## src/rtl/spi_xfer_pkg.sv

```systemverilog
package spi_xfer_pkg;

    typedef enum logic [2:0] {
        ST_IDLE,
        ST_LEAD,
        ST_LOW,
        ST_HIGH,
        ST_TRAIL,
        ST_SLAVE
    } xfer_state_t;

    // Frame length in bits for a length code; zero marks an illegal code.
    function automatic logic [5:0] len_of(input logic [3:0] code);
        logic [5:0] n;
        if (code <= 4'd8)        n = 6'd8 + {2'b00, code};
        else if (code == 4'd9)   n = 6'd20;
        else if (code == 4'd10)  n = 6'd24;
        else if (code == 4'd11)  n = 6'd32;
        else                     n = 6'd0;
        return n;
    endfunction

endpackage

```

## src/rtl/spi_bit_cursor.sv

```systemverilog
module spi_bit_cursor #(
    parameter int FRAMES = 4,
    parameter int FW     = 32,
    localparam int FI    = $clog2(FRAMES),
    localparam int BI    = $clog2(FW),
    localparam int LW    = BI + 1
) (
    input  logic           clk,
    input  logic           rst_n,
    input  logic           clr,
    input  logic           adv,
    input  logic [LW-1:0]  len,
    input  logic [FI-1:0]  nfr_m1,
    input  logic           lsb,
    output logic [FI+BI-1:0] idx,
    output logic           last
);
    logic [BI-1:0] bit_q;
    logic [FI-1:0] frm_q;
    logic [BI-1:0] top;
    logic [BI-1:0] pos;
    logic          frame_end;

    always_comb begin
        top       = BI'(len - LW'(1));
        frame_end = (bit_q == top);
        last      = frame_end && (frm_q == nfr_m1);
        pos       = lsb ? bit_q : (top - bit_q);
        idx       = {frm_q, pos};
    end

    always_ff @(posedge clk or negedge rst_n) begin
        if (!rst_n) begin
            bit_q <= '0;
            frm_q <= '0;
        end else if (clr) begin
            bit_q <= '0;
            frm_q <= '0;
        end else if (adv) begin
            if (frame_end) begin
                bit_q <= '0;
                frm_q <= frm_q + FI'(1);
            end else begin
                bit_q <= bit_q + BI'(1);
            end
        end
    end

    // the bit counter never passes the end of the selected frame length
    a_r1_bit_in_frame: assert property (@(posedge clk) disable iff (!rst_n)
        bit_q <= top);

    // the frame counter never passes the programmed frame count
    a_r4_frame_in_range: assert property (@(posedge clk) disable iff (!rst_n)
        frm_q <= nfr_m1);

endmodule

```

## src/rtl/spi_tx_dbuf.sv

```systemverilog
module spi_tx_dbuf #(
    parameter int W = 128
) (
    input  logic         clk,
    input  logic         rst_n,
    input  logic         wr,
    input  logic [W-1:0] wdata,
    input  logic         load,
    output logic         full,
    output logic         overrun,
    output logic [W-1:0] act
);
    logic [W-1:0] hold_q;

    always_ff @(posedge clk or negedge rst_n) begin
        if (!rst_n) begin
            hold_q  <= '0;
            act     <= '0;
            full    <= 1'b0;
            overrun <= 1'b0;
        end else begin
            if (wr && full) begin
                overrun <= 1'b1;
            end else if (wr) begin
                hold_q <= wdata;
                full   <= 1'b1;
            end
            if (load) begin
                act  <= hold_q;
                full <= 1'b0;
            end
        end
    end

    // a write into a full holding register leaves it untouched
    a_r9_hold_kept: assert property (@(posedge clk) disable iff (!rst_n)
        (wr && full) |=> $stable(hold_q));

    // the overrun flag is sticky
    a_r9_overrun_sticky: assert property (@(posedge clk) disable iff (!rst_n)
        overrun |=> overrun);

endmodule

```

## src/rtl/spi_xfer_engine.sv

```systemverilog
module spi_xfer_engine
    import spi_xfer_pkg::*;
#(
    parameter int FRAMES = 4,
    parameter int FW     = 32,
    parameter int DIVW   = 8,
    localparam int BUFW  = FRAMES * FW,
    localparam int FI    = $clog2(FRAMES),
    localparam int BI    = $clog2(FW),
    localparam int LW    = BI + 1,
    localparam int IW    = FI + BI
) (
    input  logic            clk,
    input  logic            rst_n,
    input  logic            cfg_master,
    input  logic            cfg_3wire,
    input  logic            cfg_lsb,
    input  logic [3:0]      cfg_len,
    input  logic [FI-1:0]   cfg_nfr,
    input  logic [DIVW-1:0] half_div,
    input  logic            tx_wr,
    input  logic [BUFW-1:0] tx_data,
    input  logic            start,
    output logic            tx_overrun,
    output logic [BUFW-1:0] rx_data,
    output logic            done,
    output logic            sck_o,
    input  logic            sck_i,
    output logic            ss_n_o,
    input  logic            ss_n_i,
    output logic            mosi_o,
    input  logic            mosi_i,
    output logic            miso_o,
    input  logic            miso_i
);
    xfer_state_t st_q, st_d;

    logic            m_q, w3_q, lsb_q;
    logic [LW-1:0]   len_q, len_in;
    logic [FI-1:0]   nfr_q;
    logic [DIVW-1:0] div_q;
    logic            tick;
    logic [2:0]      sck_sy;
    logic [1:0]      ss_sy, mo_sy;
    logic            s_rise, s_fall, s_en;
    logic            go, samp, adv, fin, last, tx_full, tx_bit, sin;
    logic [IW-1:0]   idx;
    logic [BUFW-1:0] tx_act, rx_sh, rx_nx;

    spi_bit_cursor #(.FRAMES(FRAMES), .FW(FW)) u_cursor (
        .clk(clk), .rst_n(rst_n), .clr(go), .adv(adv),
        .len(len_q), .nfr_m1(nfr_q), .lsb(lsb_q),
        .idx(idx), .last(last)
    );

    spi_tx_dbuf #(.W(BUFW)) u_txbuf (
        .clk(clk), .rst_n(rst_n), .wr(tx_wr), .wdata(tx_data),
        .load(go), .full(tx_full), .overrun(tx_overrun), .act(tx_act)
    );

    // Control strobes
    always_comb begin
        len_in = LW'(len_of(cfg_len));
        tick   = (div_q == half_div);
        s_rise = sck_sy[1] && !sck_sy[2];
        s_fall = !sck_sy[1] && sck_sy[2];
        s_en   = w3_q || !ss_sy[1];
        go     = start && (st_q == ST_IDLE) && tx_full && (len_in != '0);
        samp   = (tick && (st_q == ST_LEAD || st_q == ST_LOW))
              || (st_q == ST_SLAVE && s_rise && s_en);
        adv    = (st_q == ST_HIGH && tick && !last)
              || (st_q == ST_SLAVE && s_fall && s_en);
        fin    = (st_q == ST_TRAIL && tick)
              || (st_q == ST_SLAVE && s_rise && s_en && last);
        tx_bit = tx_act[idx];
        sin    = m_q ? miso_i : mo_sy[1];
        rx_nx  = rx_sh;
        if (samp) rx_nx[idx] = sin;
    end

    // Next-state logic
    always_comb begin
        st_d = st_q;
        unique case (st_q)
            ST_IDLE:  if (go) st_d = cfg_master ? ST_LEAD : ST_SLAVE;
            ST_LEAD:  if (tick) st_d = ST_HIGH;
            ST_HIGH:  if (tick) st_d = last ? ST_TRAIL : ST_LOW;
            ST_LOW:   if (tick) st_d = ST_HIGH;
            ST_TRAIL: if (tick) st_d = ST_IDLE;
            ST_SLAVE: if (fin) st_d = ST_IDLE;
            default:  st_d = ST_IDLE;
        endcase
    end

    // State register
    always_ff @(posedge clk or negedge rst_n) begin
        if (!rst_n) st_q <= ST_IDLE;
        else        st_q <= st_d;
    end

    // Datapath registers
    always_ff @(posedge clk or negedge rst_n) begin
        if (!rst_n) begin
            sck_sy  <= '0;
            ss_sy   <= '1;
            mo_sy   <= '0;
            div_q   <= '0;
            m_q     <= 1'b0;
            w3_q    <= 1'b0;
            lsb_q   <= 1'b0;
            len_q   <= '0;
            nfr_q   <= '0;
            rx_sh   <= '0;
            rx_data <= '0;
            done    <= 1'b0;
        end else begin
            sck_sy <= {sck_sy[1:0], sck_i};
            ss_sy  <= {ss_sy[0], ss_n_i};
            mo_sy  <= {mo_sy[0], mosi_i};
            if (st_q == ST_IDLE || tick) div_q <= '0;
            else                         div_q <= div_q + DIVW'(1);
            if (go) begin
                m_q   <= cfg_master;
                w3_q  <= cfg_3wire;
                lsb_q <= cfg_lsb;
                len_q <= len_in;
                nfr_q <= cfg_nfr;
                rx_sh <= '0;
            end else begin
                rx_sh <= rx_nx;
            end
            if (fin) rx_data <= rx_nx;
            done <= fin;
        end
    end

    // Pin outputs
    always_comb begin
        sck_o  = 1'b0;
        ss_n_o = 1'b1;
        mosi_o = 1'b0;
        miso_o = 1'b0;
        unique case (st_q)
            ST_IDLE: ;
            ST_LEAD, ST_LOW, ST_TRAIL: begin
                ss_n_o = w3_q;
                mosi_o = tx_bit;
            end
            ST_HIGH: begin
                sck_o  = 1'b1;
                ss_n_o = w3_q;
                mosi_o = tx_bit;
            end
            ST_SLAVE: miso_o = tx_bit;
            default: ;
        endcase
    end

    // in four-wire master mode the select is low whenever the clock is high
    a_r6_ss_covers_sck: assert property (@(posedge clk) disable iff (!rst_n)
        (sck_o && !w3_q) |-> !ss_n_o);

    // three-wire transfers never drive the select low
    a_r6_three_wire_no_ss: assert property (@(posedge clk) disable iff (!rst_n)
        (w3_q && st_q != ST_IDLE) |-> ss_n_o);

    // master data holds steady while the clock is high
    a_r5_mosi_steady_high: assert property (@(posedge clk) disable iff (!rst_n)
        (st_q == ST_HIGH && !tick) |=> $stable(mosi_o));

    // done lasts one cycle and the select is already released
    a_r8_done_pulse: assert property (@(posedge clk) disable iff (!rst_n)
        done |=> !done);
    a_r8_done_ss_high: assert property (@(posedge clk) disable iff (!rst_n)
        done |-> ss_n_o);

    // an active transfer always carries a legal length
    a_r1_legal_len: assert property (@(posedge clk) disable iff (!rst_n)
        (st_q != ST_IDLE) |-> (len_q != '0));

endmodule

```

## config.mk

```make
export PLATFORM = sky130hd
export DESIGN_NAME = spi_xfer_engine
export DESIGN_NICKNAME = d
export VERILOG_FILES = /design/src/rtl/spi_xfer_pkg.sv /design/src/rtl/spi_bit_cursor.sv /design/src/rtl/spi_tx_dbuf.sv /design/src/rtl/spi_xfer_engine.sv
export SDC_FILE = /design/constraint.sdc
export NUM_CORES = 1
export LEC_CHECK = 0
export ABC_AREA = 1
export CAP_MARGIN = 20
export CELL_PAD_IN_SITES_DETAIL_PLACEMENT = 1
export CELL_PAD_IN_SITES_GLOBAL_PLACEMENT = 2
export CORE_AREA = 2 2 303 230
export DETAILED_ROUTE_END_ITERATION = 10
export DIE_AREA = 0 0 305 232
export GPL_TIMING_DRIVEN = 0
export PLACE_DENSITY_LB_ADDON = 0.1
export SETUP_SLACK_MARGIN = 0.5
export SLEW_MARGIN = 30
export SYNTH_ARGS = -nofsm -noshare
export SYNTH_HDL_FRONTEND = slang
export SYNTH_SLANG_ARGS = --single-unit
```

## constraint.sdc

```tcl
create_clock -name clk -period 5.5 [get_ports clk]
set_input_delay 1.375 -clock clk [delete_from_list [all_inputs] [get_ports clk]]
set_output_delay 1.375 -clock clk [all_outputs]
set_load 0.05 [all_outputs]
```

==> impl_metrics.py <==
metrics = {
    "sta": {
        "final_period_minus_worst_setup_slack_ns": 4.868,
        "timing.final.max_slew_violations": 0,
        "rsz0062_at_grt": "no",
        "timing.clock.skew_ns": 0.02016,
        "post-route-period-util": 0.8850,
        "setup-tns-final_ns": 0,
        "slew_headroom": 0.2971,
        "setup_viol": 0,
        "max_freq_mhz": 205.4,
        "worst_hold_slack_across_all_endpoints_ns": 0.3492,
        "timing_worst_slew_pin_value_ns": 1.054,
        "hold_viol": 0,
    },
    "global_routing": {
        "global_route_wire_length_before_repair_mm": 139.8,
        "grt_max_degree": 89,
        "first_global_vias": 22930,
        "grt_antenna_before_repair": 4,
        "global_route.usage.total": 0.2584,
        "grt_overflow_total": 0,
    },
    "route": {
        "post_drt_wl_per_cell_microns": 20.76,
        "antenna_left": 0,
        "drc": 0,
        "finalWirelength_mm": 89.95,
        "drt-vias-per-instance": 4.997,
        "initialDrtViolationCount": 1518,
        "dr.pass1.iters": 5,
        "vias": 21650,
    },
    "finish": {
        "num-fill-cells": 8101,
        "post_route_cells_drive_above_1_share": 0.07297,
        "final_nets": 3557,
        "multiInputGateArea_sq_um": 8683,
        "area_growth_from_synthesis_to_final_layout_pct": 27.92,
        "register_area_sq_um": 13770,
    },
    "setup_path": {
        "setup.worst_path.class": "reg -> out",
        "cpPeakStageDelay_ns": 0.58,
        "setup.worst_path.end_class": "output pin",
        "critPathRequiredTime_ns": 4.12,
        "crit_chain": "inv_2, ha_4, fa_2, o21ai_4, buf_6, clkinv_8, clkbuf_16, nand2_1, nand3_1, nand2_1, nand2_1, nand2_1, nand2_1, nand2_1, nand2_1, nand3_2, a21oi_2, buf_6",
        "crit_fanout": 8,
        "worst_setup_path_start_kind": "flop",
        "crit_slowest_cell": "sky130_fd_sc_hd__fa_2",
        "worst-endpoint-arrival_ns": 3.49,
        "critical_path.most_common_cell": "sky130_fd_sc_hd__nand2_1",
    },
    "floorplanning": {
        "die_height_microns": 232,
        "die_w_microns": 305,
        "io_pins": 287,
        "floorplan.die_area_sq_um": 70760,
        "initial_utilization": 0.3581,
        "placeableCoreArea_sq_um": 67810,
        "num_rows": 83,
    },
    "synth": {
        "top_post_synthesis_cells_by_area": "sky130_fd_sc_hd__dfrtp_1 56%, sky130_fd_sc_hd__nand2_1 16%, sky130_fd_sc_hd__inv_1 4.7%, sky130_fd_sc_hd__nor2_1 4.6%, sky130_fd_sc_hd__o21ai_0 4.5%",
        "combinational_family_with_the_most_area_after_synthesis": "simple AND/OR/NAND/NOR gates",
        "synth_simple_gate_area_frac": 0.2519,
        "xor_and_xnor_area_share_after_synthesis": 0.005049,
        "commonest_cells_in_the_netlist": "1015 x sky130_fd_sc_hd__nand2_1, 548 x sky130_fd_sc_hd__dfrtp_1, 302 x sky130_fd_sc_hd__inv_1",
        "synth_top_flop_cell": "sky130_fd_sc_hd__dfrtp_1",
        "synth_area_leader_cell": "sky130_fd_sc_hd__dfrtp_1",
        "yosys.area.top_type_share": 0.5647,
        "synth-async-reset-ratio": 1.000,
        "seq_area_frac_synth": 0.5668,
        "synth_adder_area_share": 0.006491,
        "synth_nets": 3185,
        "synth_enable_flop_cells": 0,
        "synth.area.mux_share": 0.0004122,
        "mappedNetlistArea_sq_um": 24290,
        "synthMostInstantiatedCell": "sky130_fd_sc_hd__nand2_1",
        "synth_area_per_cell_sq_um": 8.042,
        "synth.ff_latch_count": 550,
        "synth_cell_types": 31,
        "synth_compound_gate_area_share": 0.08764,
        "synth.yosys.warnings": 0,
        "synthCells": 3020,
    },
    "clock_network": {
        "clock_sink_count": 550,
        "clock_latency_ns": 0.63,
        "cts_root_buf": "sky130_fd_sc_hd__clkbuf_16",
        "cts_inserted_buffers": 59,
        "ctsHtreeMaxLevel": 2,
        "clock_tree.buffer_depth": 3,
        "tritoncts_clock_tree": "done",
        "clkSlewWorstSetupHoldPaths_ns": 0.07,
    },
    "min_path": {
        "hold_path.class": "reg -> reg",
    },
    "place": {
        "hpwl_mm": 64.01,
        "gpl.final_weighted_congestion": 0.8323,
        "portBuffers": 286,
    },
    "power": {
        "power.density_nw_per_um2": 611.4,
        "ir_worst_vdd_uv": 357.4,
        "power.static_leakage_nw": 15.45,
    },
    "outcome": {
        "status": "finished, final reports clean",
    },
    "run": {
        "max-cap-violations": 0,
    },
}
## critical path: cells and delay by family (launching register included)
family | cells | cell delay [ns]
buf+inv | 5 | 0.68
flops | 1 | 0.39
compound gates | 2 | 0.24
fa+ha+maj | 2 | 0.80
simple gates | 9 | 0.74
## timing repair
item | in CTS | in global routing
pin swaps | 6 | 5
hold buffers | 0 | 0
setup endpoints to repair | 2 | 2
buffers inserted | 10 | 1
gates cloned | 7 | 0
resized for setup | 67 | 41
## flip-flops by register name (all words and copies together), names as in the netlist, 2 cells and up
name,cells
nfr_q,2
u_cursor.bit_q,5
mo_sy,2
rx_sh,128
u_txbuf.hold_q,128
st_q,3
len_q,5
div_q,8
u_cursor.frm_q,2
sck_sy,3
u_txbuf.act,128
ss_sy,2
rx_data,128
## routing by layer
| metal | GRT usage | vias up | part of all wire |
|---|---|---|---|
| li1 | - | 10110 | - |
| met1 | 0.3871 | 10900 | 0.48 |
| met5 | 0 | - | 0 |
| met2 | 0.3919 | 529 | 0.44 |
| met3 | 0.04198 | 112 | 0.062 |
| met4 | 0.05631 | 0 | 0.018 |
## area by class of cell
cell class	count	share of cell area
sequential	550	0.4431
multi-input combinational	1984	0.2795
timing repair buffer	310	0.1044
clock buffer	89	0.05574
inverter	309	0.03774
tap	892	0.03593
buffer	178	0.03286
clock inverter	20	0.01067
antenna	1	0.00008055
## placed cells by master, fill, tap and decap left out, types with 4 or more instances in the layout
cell                              netlist  layout
sky130_fd_sc_hd__clkdlybuf4s50_1        0     283
sky130_fd_sc_hd__buf_16                 0       7
sky130_fd_sc_hd__buf_8                  0       4
sky130_fd_sc_hd__buf_4                 15      29
sky130_fd_sc_hd__nor3_2                 8       8
sky130_fd_sc_hd__nor3_1                 6       6
sky130_fd_sc_hd__nand2_1             1015    1004
sky130_fd_sc_hd__clkbuf_16              0      66
sky130_fd_sc_hd__clkinv_2               0       9
sky130_fd_sc_hd__inv_1                302     300
sky130_fd_sc_hd__nor3b_1                4       4
sky130_fd_sc_hd__ha_1                  11      10
sky130_fd_sc_hd__buf_2                 37      27
sky130_fd_sc_hd__nor2_1               296     296
sky130_fd_sc_hd__dfrtp_1              548     548
sky130_fd_sc_hd__xnor2_1                7       7
sky130_fd_sc_hd__xor2_1                 7       7
sky130_fd_sc_hd__o21ai_1               59      57
sky130_fd_sc_hd__a21oi_1              141     139
sky130_fd_sc_hd__nand3_1              194     188
sky130_fd_sc_hd__nand3_2                0       6
sky130_fd_sc_hd__clkbuf_1             119     115
sky130_fd_sc_hd__clkbuf_2               0      14
sky130_fd_sc_hd__buf_6                  7      15
sky130_fd_sc_hd__nand2_2                5      15
sky130_fd_sc_hd__bufinv_16              0       9
sky130_fd_sc_hd__o21ai_0              216     216
sky130_fd_sc_hd__inv_2                  7       8
sky130_fd_sc_hd__clkbuf_8               0      15
sky130_fd_sc_hd__o21ai_4                0       5
## through the flow
step | worst slack, ns | std cells | util | power [mW] | area [sq um]
2_1_floorplan | 1.110 | 3020 | - | 10.39 | 24290
3_3_place_gp | -22.00 | 4198 | 0.4168 | 13.34 | 28260
3_5_place_dp | -0.3542 | 4205 | 0.4200 | 13.57 | 28480
4_1_cts | 0.5249 | 4331 | 0.4563 | 18.83 | 30940
5_1_grt | 0.4748 | 4332 | 0.4581 | 20.31 | 31060
6_report | 0.6323 | 4333 | 0.4581 | 18.99 | 31070
## final timing paths
check	from	endpoint	slack, ns	cells after the start
setup / recovery	len_q[0]	mosi_o	0.63	18
min in group asynchronous	rst_n	u_txbuf.hold_q[59]	0.72	1
setup reg to reg	len_q[0]	rx_data[105]	1.82	15
max in group asynchronous	rst_n	ss_sy[0]	3.53	3
hold / removal	mo_sy[0]	mo_sy[1]	0.35	0
hold reg to reg	mo_sy[0]	mo_sy[1]	0.35	0
## power breakdown
group	leakage (nW)	switching, mW	internal [mW]	total (mW)
Combinational	8.10	6.03	2.84	8.87
Sequential	6.34	0.590	5.24	5.83
Clock	1.01	1.71	2.58	4.29
Total	15.5	8.33	10.7	19.0
## kinds of logic (layout without fill, tap and decap cells)
group	after synthesis	after routing
multiplexers	1	1
AO/OA/AOI/OAI	422	423
other	0	1
AND/OR/NAND/NOR	1534	1534
flip-flops	550	550
buffers and inverters	487	906
adder cells (fa/ha/maj)	12	12
XOR/XNOR	14	14
Power figures use the tool's default switching activity.
